$ cat src/rtl/dll_tap_pkg.sv
package dll_tap_pkg;

    typedef enum logic [1:0] {
        ST_ACQUIRE = 2'd0,
        ST_TRACK   = 2'd1,
        ST_FAULT   = 2'd2
    } dll_state_e;

endpackage

$ cat src/rtl/dll_tap_counter.sv
// Up/down tap register with end-of-line detection.
module dll_tap_counter #(
    parameter int TAP_BITS = 8
) (
    input  logic                clk,
    input  logic                rst,
    input  logic                step_en,
    input  logic                step_up,
    output logic [TAP_BITS-1:0] tap,
    output logic                limit_hit
);
    localparam logic [TAP_BITS-1:0] MID_TAP = TAP_BITS'(1) << (TAP_BITS - 1);
    localparam logic [TAP_BITS-1:0] TOP_TAP = '1;
    localparam logic [TAP_BITS-1:0] BOT_TAP = '0;

    // A requested step that would leave the line is refused and reported.
    always_comb begin
        limit_hit = step_en && ((step_up && tap == TOP_TAP) ||
                                (!step_up && tap == BOT_TAP));
    end

    always_ff @(posedge clk) begin
        if (rst) begin
            tap <= MID_TAP;
        end else if (step_en && !limit_hit) begin
            if (step_up) begin
                tap <= tap + TAP_BITS'(1);
            end else begin
                tap <= tap - TAP_BITS'(1);
            end
        end
    end

endmodule

$ cat src/rtl/dll_lock_qual.sv
// Counts consecutive alternating phase decisions.
module dll_lock_qual #(
    parameter int LOCK_RUN = 8
) (
    input  logic clk,
    input  logic rst,
    input  logic clear,
    input  logic dec_valid,
    input  logic dec_early,
    output logic run_done
);
    localparam int RW = $clog2(LOCK_RUN + 1);
    localparam logic [RW-1:0] RUN_FULL = RW'(LOCK_RUN);

    logic          prev_dir;
    logic          have_prev;
    logic [RW-1:0] run_q;
    logic [RW-1:0] run_nxt;

    always_comb begin
        run_nxt = run_q;
        if (dec_valid) begin
            if (have_prev && (dec_early != prev_dir)) begin
                run_nxt = (run_q == RUN_FULL) ? run_q : run_q + RW'(1);
            end else begin
                run_nxt = RW'(1);
            end
        end
        run_done = dec_valid && (run_nxt == RUN_FULL);
    end

    always_ff @(posedge clk) begin
        if (rst || clear) begin
            prev_dir  <= 1'b0;
            have_prev <= 1'b0;
            run_q     <= '0;
        end else if (dec_valid) begin
            prev_dir  <= dec_early;
            have_prev <= 1'b1;
            run_q     <= run_nxt;
        end
    end

endmodule

$ cat src/rtl/dll_refresh_timer.sv
// Raises a refresh opportunity once per interval while running.
module dll_refresh_timer #(
    parameter int REFRESH_CYCLES = 1024
) (
    input  logic clk,
    input  logic rst,
    input  logic run,
    input  logic consume,
    output logic due
);
    localparam int CW = (REFRESH_CYCLES > 2) ? $clog2(REFRESH_CYCLES) : 1;
    localparam logic [CW-1:0] LAST = CW'(REFRESH_CYCLES - 1);

    logic [CW-1:0] cnt;
    logic          wrap;

    always_comb begin
        wrap = (cnt == LAST);
    end

    always_ff @(posedge clk) begin
        if (rst || !run) begin
            cnt <= '0;
            due <= 1'b0;
        end else begin
            cnt <= wrap ? '0 : cnt + CW'(1);
            due <= wrap || (due && !consume);
        end
    end

endmodule

$ cat src/rtl/dll_tap_ctrl.sv
// Delay-line tap steering controller: top-level state machine.
module dll_tap_ctrl #(
    parameter int TAP_BITS       = 8,
    parameter int LOCK_RUN       = 8,
    parameter int REFRESH_CYCLES = 1024
) (
    input  logic                clk,
    input  logic                rst,
    input  logic                dec_valid,
    input  logic                dec_early,
    output logic [TAP_BITS-1:0] tap_sel,
    output logic                locked,
    output logic                overflow
);
    import dll_tap_pkg::*;

    dll_state_e state_q;
    dll_state_e state_d;

    logic step_en;
    logic limit_hit;
    logic run_done;
    logic refresh_due;

    // Which decisions reach the tap counter in each state.
    always_comb begin
        unique case (state_q)
            ST_ACQUIRE: step_en = dec_valid;
            ST_TRACK:   step_en = dec_valid && refresh_due;
            default:    step_en = 1'b0;
        endcase
    end

    dll_tap_counter #(
        .TAP_BITS (TAP_BITS)
    ) tap_cnt_i (
        .clk       (clk),
        .rst       (rst),
        .step_en   (step_en),
        .step_up   (dec_early),
        .tap       (tap_sel),
        .limit_hit (limit_hit)
    );

    dll_lock_qual #(
        .LOCK_RUN (LOCK_RUN)
    ) lock_q_i (
        .clk       (clk),
        .rst       (rst),
        .clear     (state_q != ST_ACQUIRE),
        .dec_valid (dec_valid),
        .dec_early (dec_early),
        .run_done  (run_done)
    );

    dll_refresh_timer #(
        .REFRESH_CYCLES (REFRESH_CYCLES)
    ) refresh_i (
        .clk     (clk),
        .rst     (rst),
        .run     (state_q == ST_TRACK),
        .consume (step_en),
        .due     (refresh_due)
    );

    // Next-state logic: LOCK_FOUND, LIMIT_HIT.
    always_comb begin
        state_d = state_q;
        unique case (state_q)
            ST_ACQUIRE: begin
                if (limit_hit) begin
                    state_d = ST_FAULT;
                end else if (run_done) begin
                    state_d = ST_TRACK;
                end
            end
            ST_TRACK: begin
                if (limit_hit) begin
                    state_d = ST_FAULT;
                end
            end
            ST_FAULT: state_d = ST_FAULT;
            default:  state_d = ST_FAULT;
        endcase
    end

    // State register; RESET returns to ACQUIRE.
    always_ff @(posedge clk) begin
        if (rst) begin
            state_q <= ST_ACQUIRE;
        end else begin
            state_q <= state_d;
        end
    end

    // Output decode.
    always_comb begin
        locked   = 1'b0;
        overflow = 1'b0;
        unique case (state_q)
            ST_ACQUIRE: ;
            ST_TRACK:   locked = 1'b1;
            ST_FAULT:   overflow = 1'b1;
            default:    overflow = 1'b1;
        endcase
    end

endmodule

$ cat config.mk
export PLATFORM = sky130hd
export DESIGN_NAME = dll_tap_ctrl
export DESIGN_NICKNAME = d
export VERILOG_FILES = /design/src/rtl/dll_tap_pkg.sv /design/src/rtl/dll_tap_counter.sv /design/src/rtl/dll_lock_qual.sv /design/src/rtl/dll_refresh_timer.sv /design/src/rtl/dll_tap_ctrl.sv
export SDC_FILE = /design/constraint.sdc
export NUM_CORES = 1
export LEC_CHECK = 0
export ABC_AREA = 1
export BUFFER_PORTS_ARGS = -buffer_cell sky130_fd_sc_hd__buf_2
export CAP_MARGIN = 15
export CORE_MARGIN = 4
export CORE_UTILIZATION = 50
export DETAILED_ROUTE_END_ITERATION = 8
export GPL_TIMING_DRIVEN = 0
export PLACE_DENSITY_LB_ADDON = 0.15
export REMOVE_ABC_BUFFERS = 1
export SYNTH_ARGS = -nofsm -noshare
export SYNTH_HDL_FRONTEND = slang
export SYNTH_SLANG_ARGS = --single-unit
$ cat constraint.sdc
create_clock -name clk -period 1.64 [get_ports clk]
set_input_delay 0.082 -clock clk [delete_from_list [all_inputs] [get_ports clk]]
set_output_delay 0.082 -clock clk [all_outputs]
set_load 0.005 [all_outputs]
# Word-level counts from Yosys, hierarchy flattened
# Cells that the tools add are included.
dict set report totals {
  latch_bits 0
  register_bits 27
  n_memories 0
  mem_bits_rw 0
  output_inout_bits 10
  rom_bits 0
}
dict set report classes {
  shift 0
  div_mod_pow 0
  muxes 11
  multipliers 0
  n_lt_le_gt_ge 0
  reduce_logical 22
  eq_ne 8
  bitwise 0
  add_sub_neg 4
}
# operator n
set ops {}
lappend ops {{$mux 4} 3}
lappend ops {{$add 10x1->10 const B} 1}
lappend ops {{$eq 10x10->1 const B} 1}
lappend ops {{$add 8x1->8 const B} 1}
lappend ops {{$eq 4x4->1 const B} 2}
lappend ops {{$eq 8x8->1 const B} 1}
lappend ops {{$logic_and 1x1->1} 8}
lappend ops {{$logic_not 8->1} 1}
lappend ops {{$mux 8} 1}
lappend ops {{$sub 8x1->8 const B} 1}
lappend ops {{$mux 2} 3}
lappend ops {{$add 4x1->4 const B} 1}
lappend ops {{$logic_not 1->1} 4}
lappend ops {{$logic_or 1x1->1} 4}
lappend ops {{$pmux 2 s2} 1}
lappend ops {{$reduce_or 2->1} 2}
lappend ops {{$ne 3x1->1 const B} 1}
lappend ops {{$eq 2x1->1 const B} 1}
lappend ops {{$logic_not 2->1} 1}
lappend ops {{$mux 1} 2}
lappend ops {{$ne 2x2->1 const B} 1}
lappend ops {{$pmux 1 s2} 1}
lappend ops {{$reduce_and 2->1} 1}
lappend ops {{$reduce_bool 2->1} 1}
lappend ops {{$ne 1x1->1} 1}

# Depth between registers and ports, before layout
# Gate-level depths: netlist of the first run.
dict set report logic_depth {
  depth_word 9
  ltp_mapped 11
  depth_no_buf 10
}

# Hierarchy
# A second synthesis of the first run with hierarchy kept.
dict set report unflattened {
  cells_unflattened 268
  area_unflattened_um2 1721.7
}
# module cells_each seq_area_each_um2 area_per_inst_um2 n_inst
set by_module_without_submodules {}
lappend by_module_without_submodules {dll_tap_counter 132 160.2 767.0 1}
lappend by_module_without_submodules {dll_refresh_timer 62 220.2 496.7 1}
lappend by_module_without_submodules {dll_lock_qual 58 120.1 361.6 1}
lappend by_module_without_submodules {dll_tap_ctrl 16 40.0 96.3 1}

# Worst setup path after synthesis of the first run
# OpenSTA, ideal clock, no wires.
dict set report synth_path {
  path_type {in2reg}
  startpoint {input dec_early}
  endpoint {register tap_cnt_i.tap[5]}
  slack_ns 0.244
  path_buffers 1
  t_arrival_ns 1.283
  t_required_ns 1.526
  cell_stages 9
  setup_time_ns 0.114
  cell_sequence {buf_2 inv_1 ha_1 a21oi_1 nand2_1 nand2_1 nand3b_1 a21oi_1 nor2_1}
}
dict set report synth_between {
  elab_chain_len 6
  elab_cells_between_ends 8
}
# item line
set synth_lines {}
lappend synth_lines {{start: declaration} dll_tap_ctrl.sv:10} ;# input logic dec_early,
lappend synth_lines {{$logic_not 1->1} dll_tap_counter.sv:19} ;# (!step_up && tap == BOT_TAP));
lappend synth_lines {{$logic_and 1x1->1} dll_tap_counter.sv:19}
lappend synth_lines {{$logic_or 1x1->1} dll_tap_counter.sv:18} ;# limit_hit = step_en && ((step_up && tap == TOP_TAP) ||
lappend synth_lines {{$logic_and 1x1->1} dll_tap_counter.sv:18}
lappend synth_lines {{$logic_not 1->1} dll_tap_counter.sv:25} ;# end else if (step_en && !limit_hit) begin
lappend synth_lines {{$logic_and 1x1->1} dll_tap_counter.sv:25}
lappend synth_lines {{end signal: assignment} dll_tap_counter.sv:27} ;# tap <= tap + TAP_BITS'(1);
lappend synth_lines {{end signal: assignment} dll_tap_counter.sv:29} ;# tap <= tap - TAP_BITS'(1);
lappend synth_lines {{end: declaration} dll_tap_counter.sv:9} ;# output logic [TAP_BITS-1:0] tap,
# Parallel ways exist; a longest one is shown, timed or not.
# A chain may end at the register's enable or synchronous reset.

# Final worst setup path of the first run
dict set report layout_path {
  startpoint {register tap_cnt_i.tap[2]}
  endpoint {register tap_cnt_i.tap[7]}
}
dict set report layout_between {
  elab_chain_len 6
  elab_cells_between_ends 11
}
# item
set layout_lines {}
lappend layout_lines {{parallel branches: the longest is 6 deep, another holds $sub 8x1->8}}
# Parallel ways; which one is timed is not known.

==> results.md, run 1 <==
- Post-CTS Setup Bufs: 0
- Total CTS buffers: 3
- Fin cells: 292
- Fillers: ~300
- Share of cells above drive strength 1: 0.109
- Critical path arrival: approximately 1.7 ns
- Least-Margin Pin Slew: about 0.33 ns
- Routed Antenna Nets: 0
- Vias in the first global route: 1,239
- DIE AREA: about 4100 um2
- Critical path buffer and inverter count: 0
- FF+latch count, synth: 27
- Clk_skew: 0.00273 ns
- IO Port Bufs: 13
- DIE WIDTH: between 60 and 70 um
- CP Depth: 9
- Pleak: a little over 0.8 nW
- Global-route wire length before repair: 5350 um
- Htree depth: 1
- Initial cell density of the core: 0.519
- Tmin final: approximately 1.5 ns
- Seq/Total Area, Yosys: 0.344
- Fin crit share: 0.898
- Max_cap viols: 0
- Slew Limit Fails: 0
- R2r startpoint: tap_cnt_i.tap[2]$_SDFFE_PP0P_
- Final setup viols: 0
- Num ports: 14
- Clock Sinks: 27
- RSZ-0062 raised after global routing: false
- Core area: slightly above 3000 um2
- Clk Latency, worst-skew pair: 0.33 ns
- Most frequent cells in the layout: 67 x nand2_1, 33 x inv_1, 30 x nor2_1
- Mean Syn Cell Area: a little under 7 um2
- Most common cell after layout, fill and taps aside: nand2_1
- Most frequent CP cell: nand2_1
- Largest stage delay, worst path: 0.42 ns
- Max_slew headroom: 0.775
- Status: completed
- Vias: between 1k and 1.5k
- Worst Setup Start Kind: register
- Post-DP HPWL: between 2000 and 2500 um
- Post-detailed-route wirelength per cell: about 9.7 um
- CP Capture Type: register
- Worst min path class: input pin to register
- Antenna violations before repair: 0
- Hold Path Cell Cnt: 3
- Starting DRT DRC Count: 88
- Fin nets: 263
- Unique masters post-synth: 23
- Delay-heaviest family, CP: simple AND/OR/NAND/NOR gates
- Die Y: approximately 64 um
- Total Neg Setup Slack: 0 ns
- Fin. Hold Viols: 0
- CTS max path bufs: 2
- Max Clk Rate: roughly 0.68 GHz
- Routed wire length: about 2800 um
- Total track usage: 0.161
- Final hold slack: 0.0448 ns
- Clock-pin slew on the worst setup and hold paths: approximately 0.14 ns
- Post-Place Cells: roughly 290
- Area Overhead vs Synth: 10.0%
- GPL Wtd Cong: a little under 0.8
- FF+latch area: ~540 um2
- Total Power: around 0.0013 W
- CP Class: register to register
- WP data required: between 1.5 and 2 ns
- Area of the multi-input gates: slightly below 900 um2
- Grt total ovfl: 0
- Row cnt: 20
- First-pass iteration count of the detailed router: 4
- Crit path to: tap_cnt_i.tap[7]$_SDFFE_PP1P_
- Reg2Reg Setup Slack: about 0.17 ns
- VDD IR max: 0.520 mV
- Largest net degree at the start of global routing: 16
- Post-Syn Area: 1570 um2
- CTS root buffer: clkbuf_4
- Max FO, Critical Path: 5
- R2R Path End: tap_cnt_i.tap[7]$_SDFFE_PP1P_
- Synth Instances: approximately 230
- Antenna cells: 0
- Reg2Reg Depth: 9
- Pwr Density: between 700 and 800 nW/um2
- Crit path from: tap_cnt_i.tap[2]$_SDFFE_PP0P_
- Syn. warnings: 0
- Worst setup margin: around 0.17 ns
- DR vias/cell: ~4.7
- CTS tree: yes
- CP Cell Sequence: ha_1, a21oi_1, nand2_1, nand2_1, nand2_1, nand2_1, nand2_1, nand2_1, nand3_1
- Setup WS pre-CTS: 0.0453 ns
- Residual DRC count: 0
- Slowest CP cell: dfxtp_1
[per-stage QoR]
step / instance area [um2] / util
finish: 1730 / 0.571
global route: 1730 / 0.571
floorplan: 1550 / -
global placement: 1670 / 0.552
CTS: 1710 / 0.564
detailed placement: 1670 / 0.552
[worst min path at each step]
stage,from,to
5_1_grt,dec_early,lock_q_i.prev_dir$_SDFFE_PP0P_
6_report,dec_early,lock_q_i.prev_dir$_SDFFE_PP0P_
2_1_floorplan,rst,state_q[1]$_SDFFE_PP0P_
3_3_place_gp,rst,state_q[1]$_SDFFE_PP0P_
4_1_cts,dec_early,lock_q_i.prev_dir$_SDFFE_PP0P_
3_5_place_dp,rst,tap_cnt_i.tap[4]$_SDFFE_PP0P_
[layout make-up]
| type | count | area share |
|---|---|---|
| flip-flops and latches | 27 | 0.314 |
| clock inverters | 1 | 0.00289 |
| inverters | 35 | 0.0789 |
| multi-input cells | 168 | 0.516 |
| well taps | 44 | 0.0318 |
| repair buffers | 14 | 0.0434 |
| clock buffers | 3 | 0.0130 |
[cell families after synthesis]
kind of cell | synth area share
and+or+nand+nor | 0.360
buffers and inverters | 0.0995
xor gates and xnor gates | 0.0502
AOI/OAI and AO/OA | 0.0621
adders and majority gates | 0.0844
DFF | 0.344
[cell usage after synthesis (all sizes together)]
| cell | n | area (um2) |
|---|---|---|
| o21ai | 1 | 5.00 |
| inv | 35 | 136 |
| nor3 | 6 | 41.3 |
| o21bai | 1 | 7.51 |
| fa | 1 | 20.0 |
| nand3b | 2 | 15.0 |
| xor2 | 5 | 43.8 |
| nand3 | 19 | 108 |
| xnor2 | 4 | 35.0 |
| or2 | 1 | 6.26 |
| nand2 | 68 | 258 |
| dfxtp | 27 | 541 |
| clkbuf | 1 | 3.75 |
| a21oi | 17 | 85.1 |
| buf | 2 | 16.3 |
| nand4 | 4 | 25.0 |
| ha | 9 | 113 |
| nor2 | 30 | 113 |
[sequential cells by signal, indices dropped and copies added (netlist names)]
signal              count
refresh_i.cnt          10
tap_cnt_i.tap           8
lock_q_i.run_q          4
state_q                 2
lock_q_i.have_prev      1
lock_q_i.prev_dir       1
refresh_i.due           1
[where the power goes]
group	switching (W)	internal, W
combinational	0.000185	0.000137
clock	0.000200	0.0000917
sequential	0.0000430	0.000690
total	0.000428	0.000918
[repair_timing]
action / CTS / global route
endpoints found under the hold margin: 5 / 0
gates resized for setup: 0 / 6
endpoints found under the setup margin: 0 / 10
hold buffers: 1 / 0
[layer usage]
layer,track usage,vias to the layer above,routed length (um)
li1,-,764,-
met1,0.225,575,1500
met2,0.252,15,1200
met3,0.0387,5,109
met4,0.0323,0,21
met5,0,-,0
[tightest hold or removal path, cell delays in order]
cell and delay (ns):
buf_2 0.14, nand2_1 0.06, a21oi_1 0.06
Note: power is estimated with default switching activity, not from simulation.
==> run 2, diff against run 1 <==
--- a/config.mk
+++ b/config.mk
@@ -8,10 +8,13 @@
 export ABC_AREA = 1
 export BUFFER_PORTS_ARGS = -buffer_cell sky130_fd_sc_hd__buf_2
 export CAP_MARGIN = 15
+export CELL_PAD_IN_SITES_DETAIL_PLACEMENT = 1
+export CELL_PAD_IN_SITES_GLOBAL_PLACEMENT = 1
 export CORE_MARGIN = 4
-export CORE_UTILIZATION = 50
+export CORE_UTILIZATION = 42
 export DETAILED_ROUTE_END_ITERATION = 8
 export GPL_TIMING_DRIVEN = 0
+export HOLD_SLACK_MARGIN = 0.15
 export PLACE_DENSITY_LB_ADDON = 0.15
 export REMOVE_ABC_BUFFERS = 1
 export SYNTH_ARGS = -nofsm -noshare
==> results.md, run 2 (synthesis gave the netlist of run 1 again) <==
- RSZ-0062 raised after global routing: false
- Pleak: just over 0.8 nW
- Most common cell after layout, fill and taps aside: nand2_1
- Tmin final: 1.49 ns
- Largest stage delay, worst path: 0.38 ns
- Clk Latency, worst-skew pair: around 0.27 ns
- Max FO, Critical Path: 5
- IO Port Bufs: 13
- Most frequent CP cell: nand2_1
- Clock Sinks: 27
- Pwr Density: about 830 nW/um2
- Slew Limit Fails: 0
- Reg2Reg Depth: 9
- Post-detailed-route wirelength per cell: approximately 12 um
- Global-route wire length before repair: between 6000 and 7000 um
- Worst Setup Start Kind: register
- Core area: approximately 3500 um2
- Clk_skew: around 0.0022 ns
- Largest registers: refresh_i.cnt (10), tap_cnt_i.tap (8), lock_q_i.run_q (4)
- Fin crit share: 0.906
- Reg2Reg Setup Slack: between 0.15 and 0.2 ns
- CTS root buffer: clkbuf_8
- Antenna violations before repair: 0
- Residual DRC count: 0
- R2r startpoint: tap_cnt_i.tap[3]$_SDFFE_PP0P_
- Critical path arrival: approximately 1.7 ns
- CP Depth: 9
- CP Capture Type: register
- Crit path to: tap_cnt_i.tap[6]$_SDFFE_PP0P_
- Critical path buffer and inverter count: 1
- Initial cell density of the core: 0.453
- Post-CTS Setup Bufs: 0
- Worst setup margin: roughly 0.15 ns
- Cell area after layout: 1760 um2
- Largest net degree at the start of global routing: 17
- Area Overhead vs Synth: 12.3%
- Most flop-heavy register: refresh_i.cnt
- Worst Hold Launch: dec_valid
- CTS tree: yes
- Fin. Hold Viols: 0
- DR vias/cell: 4.91
- WP data required: 1.82 ns
- VDD IR max: between 0.3 and 0.4 mV
- Total Power: around 0.0015 W
- Routed wire length: approximately 3600 um
- Num ports: 14
- Most frequent cells in the layout: 66 x nand2_1, 33 x inv_1, 30 x nor2_1
- Max FFs per register: 10
- Starting DRT DRC Count: 32
- Clock-pin slew on the worst setup and hold paths: ~0.090 ns
- Final setup viols: 0
- Antenna cells: 0
- CTS max path bufs: 2
- Htree depth: 1
- Status: completed
- Total CTS buffers: 3
- Max_cap viols: 0
- R2R Path End: tap_cnt_i.tap[6]$_SDFFE_PP0P_
- Vias in the first global route: around 1.4k
- Vias: about 1.4k
- CP Class: register to register
- Fin nets: around 260
- GPL Wtd Cong: 0.783
- Grt total ovfl: 0
- Delay-heaviest family, CP: simple AND/OR/NAND/NOR gates
- Fin cells: 295
- Routed Antenna Nets: 0
- DIE WIDTH: between 60 and 70 um
- Worst min path class: input pin to register
- Placed cell area: between 1500 and 2000 um2
- Row cnt: 21
- CP Cell Sequence: ha_2, nand2_1, inv_1, o21ai_0, nand3_1, nand2_1, nand2_1, nor2_1, nor2_1
- Least-Margin Pin Slew: about 0.34 ns
- Setup WS pre-CTS: -0.0501 ns
- Max_slew headroom: 0.772
- Post-DP HPWL: 2830 um
- Die Y: 69.2 um
- Max Clk Rate: between 0.6 and 0.7 GHz
- Crit path from: tap_cnt_i.tap[3]$_SDFFE_PP0P_
- Share of cells above drive strength 1: 0.124
- Total track usage: 0.155
- First-pass iteration count of the detailed router: 4
- Slowest CP cell: dfxtp_2
- Post-Place Cells: around 290
- DIE AREA: around 4800 um2
run 2: timing repair:
action                                 4_1_cts  5_1_grt
hold buffers                                 2        0
setup endpoints to repair                    0       12
resized for setup                            0        9
endpoints found under the hold margin        6        0
run 2: layer usage:
layer / GRT usage / up-vias / part of all wire
met5: 0 / - / 0
met4: 0.0325 / 0 / 0.0078
met3: 0.0319 / 4 / 0.024
met2: 0.252 / 12 / 0.46
met1: 0.212 / 665 / 0.50
li1: - / 767 / -
run 2: power by group:
group          internal (W)  switching [W]
clock network      0.000173       0.000214
registers          0.000692      0.0000469
logic              0.000144       0.000200
total               0.00101       0.000461
run 2: worst register-to-register path, stage by stage, from the launching register on:
cell and delay, ns:
dfxtp_2 0.38, ha_2 0.32, nand2_1 0.08, inv_1 0.05, o21ai_0 0.18, nand3_1 0.14, nand2_1 0.08, nand2_1 0.05
nor2_1 0.08, nor2_1 0.04
run 2: final cells by class:
cell class / instances / area, um2
clock buffer: 3 / 41.3
clock inverter: 1 / 7.51
fill: 478 / 1700
inverter: 35 / 136
multi-input combinational: 168 / 891
sequential: 27 / 546
tap: 46 / 57.6
timing repair buffer: 15 / 85.1
run 2: worst min-delay path by stage:
stage / to / slack, ns / depth (start not counted)
final: lock_q_i.prev_dir$_SDFFE_PP0P_ / 0.17 / 3
after global routing: lock_q_i.prev_dir$_SDFFE_PP0P_ / 0.16 / 3
after CTS: lock_q_i.prev_dir$_SDFFE_PP0P_ / 0.16 / 3
after detailed placement: tap_cnt_i.tap[1]$_SDFFE_PP0P_ / 0.35 / 2
after global placement: tap_cnt_i.tap[4]$_SDFFE_PP0P_ / 0.34 / 2
after floorplan: state_q[1]$_SDFFE_PP0P_ / 0.15 / 1
run 2: metrics by stage:
step,TNS [ns],util,hold WS [ns]
2_1_floorplan,0,-,0.151
3_3_place_gp,-0.00183,0.483,0.345
3_5_place_dp,-0.112,0.483,0.352
4_1_cts,0,0.503,0.161
5_1_grt,0,0.509,0.164
6_report,0,0.509,0.167
==> run 3, diff against run 2 <==
--- a/config.mk
+++ b/config.mk
@@ -16,6 +16,7 @@
 export GPL_TIMING_DRIVEN = 0
 export HOLD_SLACK_MARGIN = 0.15
 export PLACE_DENSITY_LB_ADDON = 0.15
+export RECOVER_POWER = 25
 export REMOVE_ABC_BUFFERS = 1
 export SYNTH_ARGS = -nofsm -noshare
 export SYNTH_HDL_FRONTEND = slang
==> results.md, run 3 (synthesis gave the netlist of run 1 again) <==
- Worst Hold Launch: dec_valid
- IO Port Bufs: 13
- Worst setup margin: between 0.15 and 0.2 ns
- Max_slew headroom: 0.772
- Grt total ovfl: 0
- Reg2Reg Depth: 9
- CTS max path bufs: 2
- R2r startpoint: tap_cnt_i.tap[3]$_SDFFE_PP0P_
- Worst min path class: input pin to register
- Routed Antenna Nets: 0
- Hold Path End: lock_q_i.prev_dir$_SDFFE_PP0P_
- Pwr Density: between 800 and 900 nW/um2
- Max_cap viols: 0
- Residual DRC count: 0
- Htree depth: 1
- Routed wire length: around 3600 um
- Clk_skew: 0.00217 ns
- Total CTS buffers: 3
- Hold Path Cell Cnt: 3
- Largest net degree at the start of global routing: 17
- Fin nets: about 260
- Most frequent cells in the layout: 66 x nand2_1, 33 x inv_1, 30 x nor2_1
- Antenna cells: 0
- VDD IR max: 0.379 mV
- Core area: roughly 3500 um2
- Fin. Hold Viols: 0
- Initial cell density of the core: 0.453
- Most flop-heavy register: refresh_i.cnt
- Most common cell after layout, fill and taps aside: nand2_1
- Row cnt: 21
- Slew Limit Fails: 0
- Fin crit share: 0.906
- DIE WIDTH: about 69 um
- Setup WS pre-CTS: -0.0501 ns
- Max FO, Critical Path: 5
- Critical path arrival: 1.67 ns
- RSZ-0062 raised after global routing: false
- Share of cells above drive strength 1: 0.120
- Final setup viols: 0
- Worst Setup Start Kind: register
- Area Overhead vs Synth: 12.2%
- Die Y: just under 70 um
- Antenna violations before repair: 0
- Max FFs per register: 10
- GPL Wtd Cong: between 0.7 and 0.8
- Starting DRT DRC Count: 32
- Clock Sinks: 27
- Largest registers: refresh_i.cnt (10), tap_cnt_i.tap (8), lock_q_i.run_q (4)
- Vias: about 1.4k
- Clock-pin slew on the worst setup and hold paths: 0.09 ns
- R2R Path End: tap_cnt_i.tap[6]$_SDFFE_PP0P_
- Pleak: 0.819 nW
- Least-Margin Pin Slew: 0.340 ns
- CTS root buffer: clkbuf_8
- DR vias/cell: 4.91
- Tmin final: around 1.5 ns
- Total Neg Setup Slack: 0 ns
- Global-route wire length before repair: about 6300 um
- Post-layout util: 0.508
- Post-DP HPWL: approximately 2800 um
- Status: completed
- Max Clk Rate: a little under 0.7 GHz
- Total track usage: 0.155
- Reg2Reg Setup Slack: about 0.15 ns
- Num ports: 14
- Vias in the first global route: roughly 1.4k
- Clk Latency, worst-skew pair: around 0.27 ns
- CTS tree: yes
- Crit path from: tap_cnt_i.tap[3]$_SDFFE_PP0P_
- Post-detailed-route wirelength per cell: between 10 and 15 um
- First-pass iteration count of the detailed router: 4
- DIE AREA: between 4000 and 5000 um2
- CP Capture Type: register
- WP data required: 1.82 ns
- Post-CTS Setup Bufs: 0
- CP Class: register to register
-- run 3: changes by cell type in the layout (fill, tap and decap cells not counted) --
cell	before	now
buf_2	13	12
clkbuf_1	0	1
-- run 3: through the flow --
stage	hold slack (ns)	total power (W)	cells	cell area, um2
4_1_cts	0.161	0.00148	295	1740
6_report	0.166	0.00147	295	1760
5_1_grt	0.164	0.00158	295	1760
2_1_floorplan	0.151	0.000981	230	1550
3_3_place_gp	0.345	0.00107	289	1670
3_5_place_dp	0.352	0.00109	289	1670
-- run 3: area by class of cell --
type / count / area [um2]
clock inverter: 1 / 7.51
sequential: 27 / 546
tap: 46 / 57.6
multi-input combinational: 168 / 891
fill: 479 / 1710
clock buffer: 3 / 41.3
inverter: 35 / 136
timing repair buffer: 15 / 83.8
-- run 3: worst max-delay path by stage --
stage | slack (ns) | to | cells past startpoint
floorplan | 0.29 | refresh_i.cnt[7]$_SDFF_PP0_ | 6
global placement | -0.002 | tap_cnt_i.tap[7]$_SDFFE_PP1P_ | 11
detailed placement | -0.05 | tap_cnt_i.tap[7]$_SDFFE_PP1P_ | 11
CTS | 0.07 | tap_cnt_i.tap[5]$_SDFFE_PP0P_ | 7
global route | 0.005 | tap_cnt_i.tap[6]$_SDFFE_PP0P_ | 9
finish | 0.15 | tap_cnt_i.tap[6]$_SDFFE_PP0P_ | 9
-- run 3: routing by layer --
layer	wire (um)	global-route usage	up-vias
met2	1650	0.252	12
met5	0	0	-
met4	28	0.0325	0
met1	1800	0.212	664
li1	-	-	767
met3	87	0.0319	4
-- run 3: power breakdown --
| group | switching [W] | total (W) | internal, W |
|---|---|---|---|
| clock | 0.000214 | 0.000387 | 0.000173 |
| combinational | 0.000200 | 0.000343 | 0.000143 |
| sequential | 0.0000470 | 0.000739 | 0.000692 |
-- run 3: what timing repair did --
item / 4_1_cts / 5_1_grt
hold buffers: 2 / 0
hold endpoints to repair: 6 / 0
setup endpoints to repair: 0 / 12
resized for setup: 0 / 9
-- run 3: worst max-delay path: stages (launching register included) --
cell and delay [ns]:
dfxtp_2 0.38, ha_2 0.32, nand2_1 0.08, inv_1 0.05, o21ai_0 0.18, nand3_1 0.14, nand2_1 0.08, nand2_1 0.05
nor2_1 0.08, nor2_1 0.04
